==> src/rtl/sir_rx_deframer.sv <==
module sir_rx_deframer #(
  parameter int CW = 12
) (
  input  logic          clk,
  input  logic          rst_n,
  input  logic          filt_en,
  input  logic          sir_mode,
  input  logic          filt_test,
  input  logic [CW-1:0] max_len,
  input  logic          in_valid,
  input  logic [7:0]    in_byte,
  output logic          out_valid,
  output logic [7:0]    out_byte,
  output logic          frame_end,
  output logic          err_no_eof,
  output logic          err_len,
  output logic [CW-1:0] byte_cnt,
  output logic [15:0]   flag_word
);
  localparam logic [7:0]    BOF   = 8'hC0;
  localparam logic [7:0]    EOF   = 8'hC1;
  localparam logic [7:0]    ESC   = 8'h7D;
  localparam logic [7:0]    XMASK = 8'h20;
  localparam logic [CW-1:0] CMAX  = {CW{1'b1}};

  logic in_frame, esc, ovf;

  wire active = filt_en & (sir_mode | filt_test);
  wire is_bof = (in_byte == BOF);
  wire is_eof = (in_byte == EOF);
  wire is_esc = (in_byte == ESC);
  wire over   = (byte_cnt > max_len) | ovf;

  assign flag_word = {EOF, BOF};

  always_ff @(posedge clk) begin
    if (!rst_n) begin
      out_valid  <= 1'b0;
      out_byte   <= '0;
      frame_end  <= 1'b0;
      err_no_eof <= 1'b0;
      err_len    <= 1'b0;
      byte_cnt   <= '0;
      in_frame   <= 1'b0;
      esc        <= 1'b0;
      ovf        <= 1'b0;
    end else begin
      out_valid  <= 1'b0;
      frame_end  <= 1'b0;
      err_no_eof <= 1'b0;
      err_len    <= 1'b0;
      if (!active) begin
        in_frame <= 1'b0;
        esc      <= 1'b0;
        if (in_valid) begin
          out_valid <= 1'b1;
          out_byte  <= in_byte;
        end
      end else if (in_valid) begin
        if (is_bof) begin
          if (in_frame && byte_cnt != '0) begin
            frame_end  <= 1'b1;
            err_no_eof <= 1'b1;
            err_len    <= over;
          end
          in_frame <= 1'b1;
          esc      <= 1'b0;
          byte_cnt <= '0;
          ovf      <= 1'b0;
        end else if (is_eof) begin
          if (in_frame) begin
            frame_end <= 1'b1;
            err_len   <= over;
          end
          in_frame <= 1'b0;
          esc      <= 1'b0;
        end else if (in_frame) begin
          if (is_esc && !esc) begin
            esc <= 1'b1;
          end else begin
            out_valid <= 1'b1;
            out_byte  <= in_byte ^ (esc ? XMASK : 8'h00);
            esc       <= 1'b0;
            if (byte_cnt == CMAX) ovf <= 1'b1;
            else                  byte_cnt <= byte_cnt + 1'b1;
          end
        end
      end
    end
  end
endmodule

==> config.mk <==
export PLATFORM = sky130hd
export DESIGN_NAME = sir_rx_deframer
export DESIGN_NICKNAME = d
export VERILOG_FILES = /design/src/rtl/sir_rx_deframer.sv
export SDC_FILE = /design/constraint.sdc
export NUM_CORES = 1
export LEC_CHECK = 0
export BUFFER_PORTS_ARGS = -buffer_cell sky130_fd_sc_hd__buf_2
export CORE_UTILIZATION = 50
export CTS_CLUSTER_SIZE = 30
export DETAILED_ROUTE_END_ITERATION = 12
export GPL_ROUTABILITY_DRIVEN = 0
export PLACE_DENSITY = 0.82
export SYNTH_ARGS = -nofsm -noshare
export SYNTH_HDL_FRONTEND = slang
export SYNTH_SLANG_ARGS = --single-unit
==> constraint.sdc <==
create_clock -name clk -period 2.15 [get_ports clk]
set_input_delay 0.215 -clock clk [delete_from_list [all_inputs] [get_ports clk]]
set_output_delay 0.215 -clock clk [all_outputs]
set_load 0.02 [all_outputs]
==> summary.md <==
| Metric | Value |
|---|---|
| Status | `completed` |
| Post-CTS Resized | `0` |
| Ant diodes | `0` |
| Max-cap viol count | `0` |
| TritonCTS clock tree | `done` |
| Final setup vio count | `0` |
| Slowest-stage cell, CP | `dfxtp_1` |
| Synth area leaders | `dfxtp_1 (29%), ha_1 (9.5%), buf_4 (6.5%)` |
| Clock Path Buffers | `2` |
| Post-route minimum period | `1.722 ns` |
| DRC | `0` |
| CP Class | `flop to flop` |
| Critical path arrival | `1.98 ns` |
| Setup crit start kind | `flop` |
| Synthesis Warnings | `0` |
| Ys async rst share | `0%` |
| CTS Sinks | `27` |
| Most used routing layer in global routing | `met2` |
| Grt met1 use | `26.16%` |
| WL per Instance | `about 12 um` |
| Post-DP HPWL | `2988 um` |
| Fin crit share | `between 80% and 90%` |
| Routed Antenna Nets | `0` |
| Root Driver | `clkbuf_4` |
| Post-CTS Setup Repair Bufs | `0` |
| Gr usage total | `about a fifth` |
| Share of cells above drive strength 1 | `23.19%` |
| H-tree levels | `1` |
| Core area | `3416 sq um` |
| Reg area | `540.5 sq um` |
| FILL cells | `330` |
| Synth Cell Area | `1837 sq um` |
| Mapped Cells | `226` |
| # nets final | `approximately 320` |
| Compound-Gate Fraction of Synth Area | `17.37%` |
| Total Neg Setup Slack | `0 ns` |
| Max frequency | `0.5806 GHz` |
| # hold bufs at CTS | `0` |
| Synth Area in XOR/XNOR | `0.4768%` |
| Pwr dens | `422.8 nW/um^2` |
| Mux cell area share after synthesis | `under 10%` |
| Final cell count without fillers | `between 300 and 400` |
| Post-Synth Adder-Cell Area | `a little under a tenth` |
| IO Pins | `66` |
| Final Hold Fails | `0` |
| Initial DRC count | `44` |
| GRT met2 Usage | `35.19%` |
| Total Wirelength | `3836 um` |
| Count of pins over their slew limit | `0` |
| Via count | `1708` |
| Clock latency on the worst-skew pair | `0.33 ns` |
| CP Capture Type | `flop` |
| Area leader, netlist | `dfxtp_1` |
| Post-synthesis sequential area ratio | `29.43%` |
| Drt first pass iters | `4` |
| Die area | `3920 sq um` |
| Rows | `21` |
| Synth Register Bits | `27` |
| Largest net degree at the start of global routing | `26` |
| Max VDD drop | `0.5367 mV` |
| Hold Crit Class | `input port to flop` |
| Gr ovfl total | `0` |
| Pleak | `1.034 nW` |
| Placed cell count | `between 300 and 400` |
| Die X | `62.61 um` |
| Chip Height | `approximately 63 um` |
| Avg Vias per Cell | `5.304` |
| TritonCTS Buffers | `3` |
| M3 GR Usage | `4.197%` |
| WP data required | `2.41 ns` |
| CP Max Fanout | `16` |
| CP peak stage delay | `0.38 ns` |
| First-pass GRT wire length | `6561 um` |
| Initial Utilization | `53.77%` |
| Multi-input logic area | `around 1100 sq um` |
| Power consumption | `just under 0.9 mW` |
| Crit path cell chain | `ha_1 -> and3_1 -> nand3_1 -> a21oi_2 -> buf_4 -> or3_1 -> a21oi_1` |
| RSZ-0062 raised after global routing | `no` |
| Reg clk slew, reported paths | `0.14 ns` |
| Vias in the first global route | `1549` |
| Largest family of logic cells by synthesized area | `simple AND/OR/NAND/NOR gates` |
| Antenna violations before repair | `0` |
| Synth Area per Inst | `8.127 sq um` |
| Yosys cell types | `47` |
| EDFF count, synth | `0` |
| Synth Flop Type | `dfxtp_1` |
| Layout Skew | `0.005051 ns` |
| Post-synth top area share | `29.43%` |
| Simple-gate portion of the synthesized area | `about a quarter` |
| Layout area overhead | `14.85%` |
| Port Buffer Count | `49` |
## Yosys cell counts (all sizes together) (2+ instances only)
master and n:
nand2 27, nor3 4, o22ai 3, a21oi 12, dfxtp 27, nand2b 2, a21o 3, and2 6
a31oi 2, nor2 7, o21ai 14, nand4 7, clkbuf 4, and4 3, buf 20, nor4 2
ha 14, or3 7, inv 16, o21a 4, nand3 8, conb 2, and3 5, mux2i 9
## layout make-up
cell class,instances,share of cell area (%)
clock buffer,4,1.246
inverter,16,2.847
multi-input combinational,173,53.44
sequential,27,25.62
tap,46,2.728
timing repair buffer,56,14.12
## path summary, 6_finish.rpt
path / from / end / slack [ns] / cells after the start
max: byte_cnt[1]$_SDFFE_PN0P_ / byte_cnt[7]$_SDFFE_PN0P_ / 0.43 / 7
max reg2reg: byte_cnt[1]$_SDFFE_PN0P_ / byte_cnt[7]$_SDFFE_PN0P_ / 0.43 / 7
min: in_byte[1] / out_byte[1]$_SDFFE_PN0P_ / 0.14 / 3
min reg2reg: out_byte[2]$_SDFFE_PN0P_ / out_byte[2]$_SDFFE_PN0P_ / 0.47 / 2
## per-stage QoR
step	hold WS (ns)	util, %	cell area (sq um)	setup WS [ns]
detailed placement	0.4442	60.99	2083	0.1308
global route	0.1295	61.76	2110	0.2942
global placement	0.4404	60.99	2083	0.1486
finish	0.1365	61.76	2110	0.4277
CTS	0.1207	61.76	2110	0.4215
floorplan	0.3211	-	1889	0.3628
## state kept, by name, indices dropped and copies added, names as in the netlist
name	cells
ovf	1
in_frame	1
byte_cnt	12
frame_end	1
out_valid	1
out_byte	8
err_len	1
esc	1
err_no_eof	1
## metal layers
layer / vias to the layer above / routed length, um
li1: 873 / -
met1: 778 / 1856
met2: 53 / 1757
met3: 4 / 187
met4: 0 / 34
met5: - / 0
## cells by family (layout without fill, tap and decap cells)
| kind of cell | Yosys count | in the layout |
|---|---|---|
| DFF | 27 | 27 |
| other | 2 | 16 |
| adders and majority gates | 14 | 14 |
| xor gates and xnor gates | 1 | 1 |
| buffers and inverters | 40 | 76 |
| muxes | 9 | 9 |
| AOI/OAI and AO/OA | 47 | 47 |
| and+or+nand+nor | 86 | 86 |
## cells in the final DEF (no fill, tap or decap), types with 2 or more instances in the layout
| cell type | Yosys | routed |
|---|---|---|
| buf_2 | 3 | 49 |
| dfxtp_1 | 27 | 27 |
| nand2_1 | 27 | 27 |
| clkbuf_4 | 0 | 3 |
| nor2_1 | 7 | 7 |
| mux2i_1 | 9 | 9 |
| nor4_1 | 2 | 2 |
| a21oi_1 | 11 | 11 |
| o22ai_1 | 3 | 3 |
| and2_1 | 6 | 6 |
| ha_1 | 14 | 14 |
| o21ai_0 | 12 | 12 |
| and4_1 | 3 | 3 |
| nand2b_1 | 2 | 2 |
| conb_1 | 2 | 16 |
| a21o_1 | 3 | 3 |
| buf_4 | 16 | 7 |
| a31oi_1 | 2 | 2 |
| nor3_1 | 3 | 3 |
| nand4_1 | 7 | 7 |
| o21ai_1 | 2 | 2 |
| and3_1 | 5 | 5 |
| or3_1 | 7 | 7 |
| inv_1 | 16 | 16 |
| nand3_1 | 8 | 8 |
| o21a_1 | 4 | 4 |
## critical path, delay by kind of cell, from the launching register on
family,cells,cell delay (ns)
and+or+nand+nor,3,0.66
DFF,1,0.38
adders and majority gates,1,0.22
AOI/OAI and AO/OA,2,0.22
buffers and inverters,1,0.18
## power breakdown
part / switching (mW) / total, mW / internal [mW]
registers: 0.00440 / 0.515 / 0.510
logic: 0.101 / 0.156 / 0.0546
clock network: 0.148 / 0.221 / 0.0728
Power figures use the tool's default switching activity.
